## src/rtl/exc_arb_pkg.sv

```systemverilog
// Package: exception numbering shared by the arbiter and its submodules.
// Assumes exception numbers are small positive integers and 0 means thread level.
package exc_arb_pkg;
    localparam int EXC_THREAD    = 0;
    localparam int EXC_HARDFAULT = 1;
    localparam int EXC_SVCALL    = 2;
    localparam int EXC_CTXSW     = 3;
    localparam int EXC_TICK      = 4;
    localparam int EXC_IRQ_BASE  = 5;
    localparam int CFG_PEND_ADDR = 0;
endpackage

```

## src/rtl/exc_prio_regs.sv

```systemverilog
// Module: exc_prio_regs
// Holds the programmable priority level of each configurable exception.
// It presents every source's effective priority: hard fault is 0, a configurable
// source is its level plus 1, and slot 0 (thread) is all ones.
// It also decodes the software pend write for the context switch.
// Assumes: EXT_W = PRIO_W + 1, so all ones is above every configurable level.
module exc_prio_regs
    import exc_arb_pkg::*;
#(
    parameter int NUM_EXC = 9,
    parameter int NUM_W   = 4,
    parameter int PRIO_W  = 3,
    parameter int EXT_W   = PRIO_W + 1
) (
    input  logic                           clk,
    input  logic                           rst_n,
    input  logic                           cfg_we,
    input  logic [NUM_W-1:0]               cfg_addr,
    input  logic [PRIO_W-1:0]              cfg_wdata,
    output logic [NUM_EXC-1:0][EXT_W-1:0]  prio_ext,
    output logic                           ctx_pend_set
);

    // Software pend decode: a write of bit0 = 1 to the pend address.
    assign ctx_pend_set = cfg_we && (cfg_addr == NUM_W'(CFG_PEND_ADDR)) && cfg_wdata[0];

    for (genvar g = 0; g < NUM_EXC; g++) begin : g_slot
        if (g == EXC_THREAD) begin : g_thr
            assign prio_ext[g] = '1;
        end else if (g == EXC_HARDFAULT) begin : g_hf
            assign prio_ext[g] = '0;
        end else begin : g_cfg
            logic [PRIO_W-1:0] lvl_q;

            // Priority level storage for this exception number.
            always_ff @(posedge clk) begin
                if (!rst_n) begin
                    lvl_q <= '0;
                end else if (cfg_we && (cfg_addr == NUM_W'(g))) begin
                    lvl_q <= cfg_wdata;
                end
            end

            assign prio_ext[g] = EXT_W'(lvl_q) + EXT_W'(1);
        end
    end

endmodule

```

## src/rtl/exc_pick.sv

```systemverilog
// Module: exc_pick
// Finds, among the flagged entries, the one with the lowest priority value.
// On a tie, the lowest index wins.
// Purely combinational, with a linear scan; N is expected to be small (tens).
module exc_pick #(
    parameter int N     = 9,
    parameter int IDX_W = 4,
    parameter int W     = 4
) (
    input  logic [N-1:0]         req,
    input  logic [N-1:0][W-1:0]  prio,
    output logic                 found,
    output logic [IDX_W-1:0]     idx,
    output logic [W-1:0]         best
);

    // Scan upward; strict less-than keeps the lower index on ties.
    always_comb begin
        found = 1'b0;
        idx   = '0;
        best  = '1;
        for (int i = 0; i < N; i++) begin
            if (req[i] && (!found || (prio[i] < best))) begin
                found = 1'b1;
                idx   = IDX_W'(i);
                best  = prio[i];
            end
        end
    end

endmodule

```

## src/rtl/exc_req_map.sv

```systemverilog
// Module: exc_req_map
// Turns the request pulses into a per-exception pend-set mask.
// A supervisor call that is not strictly more urgent than the current execution
// priority is redirected to the hard fault bit.
// Assumes: exec_prio is the registered execution priority of this cycle.
module exc_req_map
    import exc_arb_pkg::*;
#(
    parameter int NUM_IRQ = 4,
    parameter int NUM_EXC = EXC_IRQ_BASE + NUM_IRQ,
    parameter int EXT_W   = 4
) (
    input  logic               svc_req,
    input  logic               tick_req,
    input  logic [NUM_IRQ-1:0] irq_req,
    input  logic               ctx_pend_set,
    input  logic [EXT_W-1:0]   svc_prio,
    input  logic [EXT_W-1:0]   exec_prio,
    output logic [NUM_EXC-1:0] set_mask
);

    logic svc_can_run;

    assign svc_can_run = svc_prio < exec_prio;

    // Build the pend-set mask from each request source.
    always_comb begin
        set_mask                = '0;
        set_mask[EXC_HARDFAULT] = svc_req && !svc_can_run;
        set_mask[EXC_SVCALL]    = svc_req && svc_can_run;
        set_mask[EXC_CTXSW]     = ctx_pend_set;
        set_mask[EXC_TICK]      = tick_req;
        for (int i = 0; i < NUM_IRQ; i++) begin
            set_mask[EXC_IRQ_BASE + i] = irq_req[i];
        end
    end

endmodule

```

## src/rtl/exc_pend_arbiter.sv

```systemverilog
// Module: exc_pend_arbiter (top)
// Tracks the pending and active sets. It accepts the most urgent pending exception
// when that exception beats the execution priority, and it retires the current
// handler on exit_strobe. Resume, tail-chain or the return to thread level is
// resolved in the same edge as the exit.
// Assumes: the priority of an active source is not rewritten while it is active,
// so the most urgent active handler is always the one most recently entered.
module exc_pend_arbiter
    import exc_arb_pkg::*;
#(
    parameter int NUM_IRQ = 4,
    parameter int PRIO_W  = 3,
    parameter int NUM_EXC = EXC_IRQ_BASE + NUM_IRQ,
    parameter int NUM_W   = $clog2(NUM_EXC),
    parameter int EXT_W   = PRIO_W + 1
) (
    input  logic               clk,
    input  logic               rst_n,
    input  logic               svc_req,
    input  logic               tick_req,
    input  logic [NUM_IRQ-1:0] irq_req,
    input  logic               cfg_we,
    input  logic [NUM_W-1:0]   cfg_addr,
    input  logic [PRIO_W-1:0]  cfg_wdata,
    input  logic               exit_strobe,
    output logic               take_valid,
    output logic [NUM_W-1:0]   take_num,
    output logic [NUM_W-1:0]   cur_num,
    output logic [EXT_W-1:0]   exec_prio
);

    localparam logic [EXT_W-1:0] THREAD_PRIO = '1;

    logic [NUM_EXC-1:0][EXT_W-1:0] prio_ext;
    logic                          ctx_pend_set;
    logic [NUM_EXC-1:0]            set_mask;
    logic [NUM_EXC-1:0]            pending_q, active_q;
    logic [NUM_W-1:0]              cur_q, take_num_q;
    logic [EXT_W-1:0]              prio_q;
    logic                          take_q;

    logic [NUM_EXC-1:0]            cur_mask, act_after, take_mask;
    logic                          base_found, win_found, take;
    logic [NUM_W-1:0]              base_idx, win_idx;
    logic [EXT_W-1:0]              base_best, win_best, base_prio;

    exc_prio_regs #(
        .NUM_EXC (NUM_EXC),
        .NUM_W   (NUM_W),
        .PRIO_W  (PRIO_W),
        .EXT_W   (EXT_W)
    ) u_regs (
        .clk          (clk),
        .rst_n        (rst_n),
        .cfg_we       (cfg_we),
        .cfg_addr     (cfg_addr),
        .cfg_wdata    (cfg_wdata),
        .prio_ext     (prio_ext),
        .ctx_pend_set (ctx_pend_set)
    );

    exc_req_map #(
        .NUM_IRQ (NUM_IRQ),
        .NUM_EXC (NUM_EXC),
        .EXT_W   (EXT_W)
    ) u_map (
        .svc_req      (svc_req),
        .tick_req     (tick_req),
        .irq_req      (irq_req),
        .ctx_pend_set (ctx_pend_set),
        .svc_prio     (prio_ext[EXC_SVCALL]),
        .exec_prio    (prio_q),
        .set_mask     (set_mask)
    );

    // One-hot of the running exception, used to retire it on exit.
    always_comb begin
        for (int i = 0; i < NUM_EXC; i++) begin
            cur_mask[i] = (cur_q == NUM_W'(i));
        end
    end

    // Active set as it stands once this cycle's exit, if any, is applied.
    assign act_after = exit_strobe ? (active_q & ~cur_mask) : active_q;

    // Most urgent handler left running: the base the pending winner must beat.
    exc_pick #(
        .N     (NUM_EXC),
        .IDX_W (NUM_W),
        .W     (EXT_W)
    ) u_base (
        .req   (act_after),
        .prio  (prio_ext),
        .found (base_found),
        .idx   (base_idx),
        .best  (base_best)
    );

    // Most urgent pending request, with ties to the lower number.
    exc_pick #(
        .N     (NUM_EXC),
        .IDX_W (NUM_W),
        .W     (EXT_W)
    ) u_win (
        .req   (pending_q),
        .prio  (prio_ext),
        .found (win_found),
        .idx   (win_idx),
        .best  (win_best)
    );

    assign base_prio = base_found ? base_best : THREAD_PRIO;
    assign take      = win_found && (win_best < base_prio);

    // One-hot of the exception accepted in this cycle.
    always_comb begin
        for (int i = 0; i < NUM_EXC; i++) begin
            take_mask[i] = take && (win_idx == NUM_W'(i));
        end
    end

    // Pending and active bookkeeping; a new request outranks the clear on acceptance.
    always_ff @(posedge clk) begin
        if (!rst_n) begin
            pending_q <= '0;
            active_q  <= '0;
        end else begin
            pending_q <= (pending_q & ~take_mask) | set_mask;
            active_q  <= act_after | take_mask;
        end
    end

    // Current handler, execution priority and acceptance strobe.
    always_ff @(posedge clk) begin
        if (!rst_n) begin
            cur_q      <= '0;
            prio_q     <= THREAD_PRIO;
            take_q     <= 1'b0;
            take_num_q <= '0;
        end else begin
            take_q     <= take;
            take_num_q <= take ? win_idx : '0;
            if (take) begin
                cur_q  <= win_idx;
                prio_q <= win_best;
            end else begin
                cur_q  <= base_found ? base_idx : NUM_W'(EXC_THREAD);
                prio_q <= base_prio;
            end
        end
    end

    assign take_valid = take_q;
    assign take_num   = take_num_q;
    assign cur_num    = cur_q;
    assign exec_prio  = prio_q;

endmodule

```

## config.mk

```make
export PLATFORM = sky130hd
export DESIGN_NAME = exc_pend_arbiter
export DESIGN_NICKNAME = d
export VERILOG_FILES = /design/src/rtl/exc_arb_pkg.sv /design/src/rtl/exc_prio_regs.sv /design/src/rtl/exc_pick.sv /design/src/rtl/exc_req_map.sv /design/src/rtl/exc_pend_arbiter.sv
export SDC_FILE = /design/constraint.sdc
export NUM_CORES = 1
export LEC_CHECK = 0
export BUFFER_PORTS_ARGS = -buffer_cell sky130_fd_sc_hd__buf_4
export CAP_MARGIN = 10
export CORE_MARGIN = 2
export CORE_UTILIZATION = 35
export CTS_BUF_LIST = sky130_fd_sc_hd__clkbuf_2 sky130_fd_sc_hd__clkbuf_4 sky130_fd_sc_hd__clkbuf_8
export CTS_CLUSTER_DIAMETER = 50
export DETAILED_ROUTE_END_ITERATION = 6
export GPL_TIMING_DRIVEN = 0
export SYNTH_ARGS = -nofsm -noshare
export SYNTH_HDL_FRONTEND = slang
export SYNTH_SLANG_ARGS = --single-unit
```

## constraint.sdc

```tcl
create_clock -name clk -period 14.74 [get_ports clk]
set_input_delay 0.737 -clock clk [delete_from_list [all_inputs] [get_ports clk]]
set_output_delay 0.737 -clock clk [all_outputs]
set_load 0.02 [all_outputs]
```

==> flow_summary.yaml, run 1 <==
synth:
  async_flop_share_pct: 0
  synth-seq-cells: 52
  ys_seq_area_share_pct: 21.6
  synth_cell_types: 74
  syn_nets: 676
  synth.cell_area_sq_um: 4820
  netlist_instances: 605
  synth-edff-count: 0
  ys_warn_count: 0
  yosys-top-cells-area: "dfxtp_1 (22%), ha_1 (14%), mux2i_1 (6.2%)"
  yosys.area.top_type: "dfxtp_1"
  synth_top_area_share_pct: 21.6
  synth_ff_type: "dfxtp_1"
  synth_area_per_cell_sq_um: 7.97
die:
  start_util_pct: 36.1
  io_pins: 30
  core-area_sq_um: 13300
  rows: 42
  die_h_microns: 121
  die-width_microns: 121
  dieArea_sq_um: 14700
cts:
  clkLatencyLatePin_ns: 0.33
  cts.sinks: 52
  path_clk_slew_ns: 0.11
  htreeDepth: 2
  ctsLongestPathBuffers: 2
  cts_tree: "built"
  cts_buffers: 5
  cts-root-buf: "clkbuf_8"
  cts_hold_buf: 0
finish:
  final_cell_mix: "nor2_1 (66), ha_1 (54), dfxtp_1 (52), nand2_1 (48)"
  drive_gt1_share_pct: 14.2
  area_delta_synth_final_pct: 12.3
  final_common_cell: "nor2_1"
  fin_nets: 716
  layoutNonFillerInstCount: 822
  num_antenna_cells: 0
  final_area_sq_um: 5410
  fin_util_pct: 40.6
min_path:
  hold_start: "pending_q[0]$_SDFF_PN0_"
  holdCritPathClass: "flop to flop"
global_route:
  grt_usage_pct: 19.6
  grt_pass1_wl_microns: 22800
  grt_overflow: 0
  antenna_found_initial: 0
  grt_pass1_vias: 4585
  grt_max_degree: 19
detailed_routing:
  wl_microns: 14100
  highest_layer: "met4"
  ant_nets: 0
  wl_met2_microns: 6840
  first_pass_iters: 5
  drc: 0
  drt_iter0_drc: 315
  vias: 4713
  wl_per_cell_microns: 17.1
  wl_met1_microns: 6260
  drt-vias-per-instance: 5.73
  wl_met3_microns: 609
sta:
  fmax_mhz: 72.1
  slew_headroom_pct: 35.6
  min_period_ns: 13.86
  finalSetupViolations: 0
  slew_violations: 0
  rsz0062_at_grt: "no"
  hold_viol_final: 0
  tightest_slew_ns: 0.954
  fin_crit_sh_pct: 94.0
  whs_ns: 0.519
  fin_skew_ns: 0.0152
  fin_tns_setup_ns: 0
placed_design:
  gp_congestion: 0.904
  dpl-instance-area_sq_um: 5240
  io_buffers: 27
  place_hpwl_microns: 11500
  dp.cells: 808
critical_path:
  worstPathArrival_ns: 14.11
  worst_path_most_repeated_cell: "ha_1"
  rrSetupSlack_ns: 0.99
  cp-startpoint: "exit_strobe"
  cp_max_fo: 9
  crit_slowest_cell: "or4_1"
  cp_data_required_time_ns: 14.99
  cp-end-kind: "flop"
  critPathMaxStageDelay_ns: 0.46
  worstReg2RegEnd: "cur_num[0]$_SDFF_PN0_"
  crit_type: "input port to flop"
  r2r_start: "cur_num[3]$_SDFF_PN0_"
  reg2reg_depth: 60
  cp-start-kind: "input port"
  worstSetupEndpoint: "cur_num[0]$_SDFF_PN0_"
power:
  p_leak_uw: 0.00252
  vdd_drop_max_uv: 107
  power_density_nw_per_um2: 178
run_status:
  status: "finished clean"
run:
  maxCapViolations: 0
## layout make-up
| cell class | count | area [sq um] |
|---|---|---|
| Clock inverter | 3 | 25.0 |
| Timing Repair Buffer | 33 | 248 |
| Buffer | 13 | 55.1 |
| Sequential cell | 52 | 1040 |
| Multi-Input combinational cell | 498 | 3600 |
| Tap cell | 176 | 220 |
| Fill cell | 1422 | 7940 |
| Inverter | 42 | 158 |
| Clock buffer | 5 | 68.8 |
## logic make-up (layout without fill, tap and decap cells)
family / after synthesis / in the layout / synth area share (%)
buffers and inverters: 55 / 96 / 4.36
AND/OR/NAND/NOR: 206 / 206 / 21.2
flip-flops: 52 / 52 / 21.6
XOR/XNOR: 7 / 7 / 1.27
adder cells (fa/ha/maj): 54 / 54 / 14.0
AO/OA/AOI/OAI: 185 / 185 / 27.6
multiplexers: 46 / 46 / 9.97
## routing by layer
layer	track usage (%)	up-vias
li1	-	2319
met1	24.9	2245
met2	34.2	127
met3	1.69	22
met4	7.54	0
met5	0	-
## synthesized netlist by cell type (15+ instances only)
library cell,instances
mux2i_1,30
o21a_1,20
mux2_2,15
o21ai_0,42
nor2_1,66
nand3_1,21
inv_1,41
nand2_1,48
a21o_1,16
dfxtp_1,52
ha_1,54
a21oi_1,31
## where the power goes
group | total (uW) | switching, uW | internal (uW)
clock network | 88.0 | 53.3 | 34.7
registers | 184 | 17.0 | 167
logic | 693 | 421 | 272
total | 965 | 491 | 474
## how the worst min path moves through the flow
stage	endpoint	slack (ns)	cells after the start
floorplan	pending_q[5]$_SDFF_PN0_	0.46	2
global placement	pending_q[0]$_SDFF_PN0_	0.49	1
detailed placement	pending_q[0]$_SDFF_PN0_	0.50	1
CTS	pending_q[0]$_SDFF_PN0_	0.52	1
global route	pending_q[0]$_SDFF_PN0_	0.55	1
finish	pending_q[0]$_SDFF_PN0_	0.52	1
## what timing repair did
action                                  4_1_cts  5_1_grt
gates resized for setup                       0       11
setup buffers                                 0        6
endpoints found under the setup margin        0       31
## worst max-delay path: cells and delay by family
family / cells / cell delay, ns
AOI/OAI and AO/OA: 24 / 5.43
adders and majority gates: 8 / 2.25
buffers and inverters: 6 / 0.69
muxes: 5 / 1.85
and+or+nand+nor: 18 / 3.14
## state kept, by name (all words and copies together) (netlist names)
| signal | flops |
|---|---|
| pending_q | 9 |
| take_valid | 1 |
| active_q | 9 |
| cur_num | 4 |
| take_num | 4 |
| u_regs.g_slot.g_cfg.lvl_q | 21 |
| exec_prio | 4 |
## through the flow
step | power [uW] | worst slack [ns]
after CTS | 925 | 0.437
after floorplan | 659 | 1.98
after global placement | 814 | 0.413
final | 965 | 0.878
after global routing | 1040 | 0.0212
after detailed placement | 836 | 0.164
(Power assumes the default switching activity.)
==> inputs of run 2 (changes only) <==
==> constraint.sdc (replaced) <==
create_clock -name clk -period 14.74 [get_ports clk]
set_input_delay 2.948 -clock clk [delete_from_list [all_inputs] [get_ports clk]]
set_output_delay 2.948 -clock clk [all_outputs]
set_load 0.02 [all_outputs]
==> run 2 against run 1 <==
  * Flip-flop and latch count unchanged
  * Critical path depth is 3 higher
  * Clock skew is 0.00086 ns lower
  * Non-clock buffer count grew 40
  * First-iteration DRC count rose by 3.8%
  * Core utilization increased by 5.6 points
  * Clock-buffer cell count grew 1
  * Critical endpoint is now exec_prio[1]$_SDFF_PN1_
  * Largest cell class unchanged
  * Largest power group unchanged
==> flow_summary.yaml, run 2 (synthesis results as in run 1) <==
die:
  core-area_sq_um: 13300
  start_util_pct: 36.1
  rows: 42
  dieArea_sq_um: 14700
  die-width_microns: 121
  die_h_microns: 121
  io_pins: 30
critical_path:
  crit_slowest_cell: "or4_4"
  worst_path_most_repeated_cell: "ha_4"
  reg2reg_depth: 55
  cp_max_fo: 6
  crit_type: "input port to flop"
  cp_data_required_time_ns: 14.99
  cp-end-kind: "flop"
  cp-start-kind: "input port"
  worstPathArrival_ns: 14.73
  critPathMaxStageDelay_ns: 0.52
placed_design:
  dp.cells: 808
  io_buffers: 27
  gp_congestion: 0.899
  dpl-instance-area_sq_um: 5270
  place_hpwl_microns: 11300
power:
  seqPwrFrac_pct: 15.1
  power_density_nw_per_um2: 199
  p_clk_share_pct: 7.4
  power_frac_comb_pct: 77.5
  vdd_drop_max_uv: 138
  power.switching_uw: 585
  p_leak_uw: 0.00271
  finalPower_uw: 1230
  p_int_uw: 641
  switching_share_pct: 47.7
detailed_routing:
  drc: 0
  drt-vias-per-instance: 5.75
  ant_nets: 0
  wl_microns: 14900
  drt_iter0_drc: 327
  wl_per_cell_microns: 17.2
  first_pass_iters: 5
  vias: 4960
sta:
  slew_violations: 0
  slew_headroom_pct: 37.2
  finalSetupViolations: 0
  tightest_slew_ns: 0.930
  fmax_mhz: 69.1
  hold_viol_final: 0
  fin_crit_sh_pct: 98.2
  min_period_ns: 14.47
  fin_skew_ns: 0.0143
  fin_tns_setup_ns: 0
  rsz0062_at_grt: "yes"
min_path:
  holdPathStages: 2
  holdCritPathClass: "flop to flop"
global_route:
  grt_pass1_wl_microns: 23100
  grt_max_degree: 17
  grt_usage_pct: 19.5
  antenna_found_initial: 0
  grt_pass1_vias: 4691
  grt_overflow: 0
cts:
  cts_tree: "built"
  path_clk_slew_ns: 0.10
  cts_hold_buf: 0
  cts.sinks: 52
  htreeDepth: 2
  cts-root-buf: "clkbuf_8"
  ctsLongestPathBuffers: 2
  clkLatencyLatePin_ns: 0.33
  cts_buffers: 5
finish:
  fin_nets: 756
  num_antenna_cells: 0
  area_delta_synth_final_pct: 27.8
  final_common_cell: "buf_4"
  top_regs: "u_regs.g_slot.g_cfg.lvl_q: 21 flops, active_q: 9 flops, pending_q: 9 flops"
  final_cell_mix: "buf_4 (69), nor2_1 (59), dfxtp_1 (52), nand2_1 (44), ha_1 (41)"
  largest_reg_flops: 21
  top_register: "u_regs.g_slot.g_cfg.lvl_q"
  drive_gt1_share_pct: 28.0
  final_area_sq_um: 6160
  layoutNonFillerInstCount: 862
run:
  maxCapViolations: 0
run_status:
  status: "finished clean"
[run 2: cell count changes in the layout (fill, tap and decap cells not counted), sizes merged]
cell / change
buf: +40
clkbuf: +1
clkinv: +1
clkinvlp: +1
inv: -3
[run 2: routing by layer]
metal	vias up	track usage, %	share of wire [%]
met3	37	1.64	5.1
met1	2358	25.2	43
met5	-	0	0
li1	2398	-	-
met2	167	32.8	48
met4	0	9.20	3.9
[run 2: cell type report]
type / count / area (sq um)
repair buffers: 73 / 567
multi-input cells: 498 / 4020
flip-flops and latches: 52 / 1040
inverters: 42 / 163
clock buffers: 6 / 82.6
plain buffers: 13 / 56.3
fillers: 1299 / 7190
well taps: 176 / 220
clock inverters: 2 / 15.0
[run 2: critical path, delay by kind of cell]
kind / cells / cell delay, ns
simple gates: 20 / 2.93
compound gates: 24 / 4.58
fa+ha+maj: 8 / 1.96
mux: 5 / 1.52
buf+inv: 7 / 0.75
[run 2: timing repair]
item / CTS / global route
endpoints found under the hold margin: 0 / 0
pin swaps: 16 / 40
setup buffers: 20 / 26
gates resized for setup: 15 / 80
setup endpoints to repair: 31 / 31
[run 2: worst paths after layout]
path,start,endpoint,slack (ns)
min,active_q[0]$_SDFF_PN0_,active_q[0]$_SDFF_PN0_,0.53
min reg2reg,active_q[0]$_SDFF_PN0_,active_q[0]$_SDFF_PN0_,0.53
max reg2reg,u_regs.g_slot[2].g_cfg.lvl_q[0]$_SDFFE_PN0P_,exec_prio[1]$_SDFF_PN1_,0.93
max,exit_strobe,exec_prio[1]$_SDFF_PN1_,0.27
[run 2: power groups by stage]
stage | clock (uW) | sequential [uW] | combinational [uW]
after global placement | 0 | 188 | 627
after detailed placement | 0 | 189 | 639
after global routing | 96.3 | 189 | 1030
after CTS | 91.6 | 185 | 720
after floorplan | 0 | 198 | 465
final | 90.2 | 186 | 950
[run 2: stage by stage]
step / worst slack (ns) / hold WS [ns] / util (%)
6_report: 0.267 / 0.527 / 46.2
5_1_grt: -0.226 / 0.570 / 46.2
4_1_cts: 0.0260 / 0.527 / 41.8
3_5_place_dp: -1.62 / 0.512 / 39.5
3_3_place_gp: -1.48 / 0.507 / 39.5
2_1_floorplan: 0.0425 / 0.463 / -
==> inputs of run 3 (changes only) <==
Settings changed: CTS_BUF_LIST sky130_fd_sc_hd__clkbuf_2 sky130_fd_sc_hd__clkbuf_4 sky130_fd_sc_hd__clkbuf_8 to sky130_fd_sc_hd__clkbuf_16.
==> run 3 against run 2 <==
  * Total power is 4.1% higher
  * Maximum frequency is 0.76% lower
  * Setup slack worse by 0.11 ns
  * Clock power is 31% higher
  * Routed wire length is 0.32% higher
  * Sequential power hardly changed
  * Register-to-register slack hardly changed
  * Cell area is 1.2% higher
  * Combinational power is 2.3% higher
  * Sequential share of layout area is 0.19 points lower
  * First-iteration DRC count is 8.3% higher
  * Worst hold slack better by 0.0052 ns
  * Critical path type unchanged
  * Critical endpoint is now exec_prio[3]$_SDFF_PN1_
  * Largest cell class unchanged
  * Highest routed layer unchanged
==> flow_summary.yaml, run 3 (synthesis results as in run 1) <==
run_status:
  status: "finished clean"
min_path:
  holdCritPathClass: "flop to flop"
  hold_start: "u_regs.g_slot[2].g_cfg.lvl_q[1]$_SDFFE_PN0P_"
detailed_routing:
  ant_nets: 0
  wl_per_cell_microns: 17.3
  drc: 0
  drt-vias-per-instance: 5.74
  vias: 4955
  first_pass_iters: 5
  drt_iter0_drc: 354
  wl_microns: 14900
cts:
  ctsLongestPathBuffers: 2
  cts-root-buf: "clkbuf_16"
  htreeDepth: 2
  path_clk_slew_ns: 0.07
  cts_hold_buf: 0
  cts_buffers: 5
  cts.sinks: 52
  clkLatencyLatePin_ns: 0.30
  cts_tree: "built"
finish:
  fin_nets: 757
  top_register: "u_regs.g_slot.g_cfg.lvl_q"
  num_antenna_cells: 0
  multi_input_area_sq_um: 4030
  top_regs: "u_regs.g_slot.g_cfg.lvl_q: 21 flops, active_q: 9 flops, pending_q: 9 flops"
  area_delta_synth_final_pct: 29.3
  register_area_sq_um: 1040
  final_area_sq_um: 6230
  final_common_cell: "buf_4"
  num-fill-cells: 1287
  drive_gt1_share_pct: 28.4
  final_cell_mix: "buf_4 (69), nor2_1 (59), dfxtp_1 (52), nand2_1 (44), ha_1 (41)"
  largest_reg_flops: 21
sta:
  whs_ns: 0.532
  fin_crit_sh_pct: 98.9
  fin_skew_ns: 0.0119
  fmax_mhz: 68.6
  tightest_slew_ns: 0.935
  slew_violations: 0
  rsz0062_at_grt: "yes"
  finalSetupViolations: 0
  slew_headroom_pct: 36.9
  hold_viol_final: 0
  min_period_ns: 14.58
die:
  core-area_sq_um: 13300
  dieArea_sq_um: 14700
  die-width_microns: 121
  rows: 42
  start_util_pct: 36.1
  die_h_microns: 121
  io_pins: 30
critical_path:
  crit_slowest_cell: "or4_4"
  crit_type: "input port to flop"
  cp-startpoint: "exit_strobe"
  cp_data_required_time_ns: 14.94
  critPathMaxStageDelay_ns: 0.53
  cp-start-kind: "input port"
  cp-end-kind: "flop"
  cp_max_fo: 10
  worstPathArrival_ns: 14.79
  r2r_start: "u_regs.g_slot[2].g_cfg.lvl_q[0]$_SDFFE_PN0P_"
global_route:
  grt_pass1_vias: 4678
  grt_usage_pct: 19.5
  grt_max_degree: 17
  grt_overflow: 0
  grt_pass1_wl_microns: 23100
  antenna_found_initial: 0
power:
  power_density_nw_per_um2: 205
  p_leak_uw: 0.00273
  vdd_drop_max_uv: 147
placed_design:
  gp_congestion: 0.899
  io_buffers: 27
  place_hpwl_microns: 11300
  dpl-instance-area_sq_um: 5270
run:
  maxCapViolations: 0
==> run 3: repair_timing <==
action                                 CTS  global route
setup endpoints to repair               31            31
pin swaps                               16            43
gates resized for setup                 16            84
buffers inserted                        20            27
endpoints found under the hold margin    0             0
==> run 3: final cells by class <==
type | instances | area share, %
Multi-Input combinational cell | 498 | 64.7
Clock buffer | 5 | 2.01
Tap cell | 176 | 3.53
Buffer | 13 | 0.903
Sequential cell | 52 | 16.7
Timing Repair Buffer | 74 | 9.27
Clock inverter | 3 | 0.301
Inverter | 42 | 2.61
==> run 3: metrics by stage <==
| stage | worst slack [ns] | power (uW) | instances | util, % | setup TNS, ns |
|---|---|---|---|---|---|
| detailed placement | -1.62 | 828 | 808 | 39.5 | -44.60 |
| floorplan | 0.0425 | 664 | 605 | - | 0 |
| global placement | -1.48 | 815 | 808 | 39.5 | -39.98 |
| global route | -0.299 | 1360 | 863 | 46.7 | -6.74 |
| CTS | 0.00889 | 1020 | 836 | 42.1 | 0 |
| finish | 0.156 | 1280 | 863 | 46.7 | 0 |
==> run 3: path summary, 6_finish.rpt <==
path,end,slack (ns),cells past startpoint
worst min register to register,u_regs.g_slot[2].g_cfg.lvl_q[1]$_SDFFE_PN0P_,0.53,2
worst max-delay path,exec_prio[3]$_SDFF_PN1_,0.16,62
worst max register to register,exec_prio[3]$_SDFF_PN1_,0.94,55
worst min-delay path,u_regs.g_slot[2].g_cfg.lvl_q[1]$_SDFFE_PN0P_,0.53,2
==> run 3: routing by layer <==
metal	share of wire [%]	global-route usage [%]	wire length, microns
met4	3.9	8.26	586
met3	3.7	1.83	547
met5	0	0	0
met2	48	32.8	7150
met1	44	25.3	6620
==> run 3: worst max-delay path, delay by kind of cell <==
family | cells | cell delay (ns)
AND/OR/NAND/NOR | 18 | 3.05
AO/OA/AOI/OAI | 22 | 4.16
multiplexers | 6 | 1.65
buffers and inverters | 8 | 0.95
adder cells (fa/ha/maj) | 8 | 2.00
==> run 3: report_power, final <==
group	leakage, uW	internal [uW]	switching (uW)
Combinational	0.00225	450	522
Clock	0.0000635	62.5	55.9
Sequential	0.000425	167	18.6
Total	0.00273	679	596
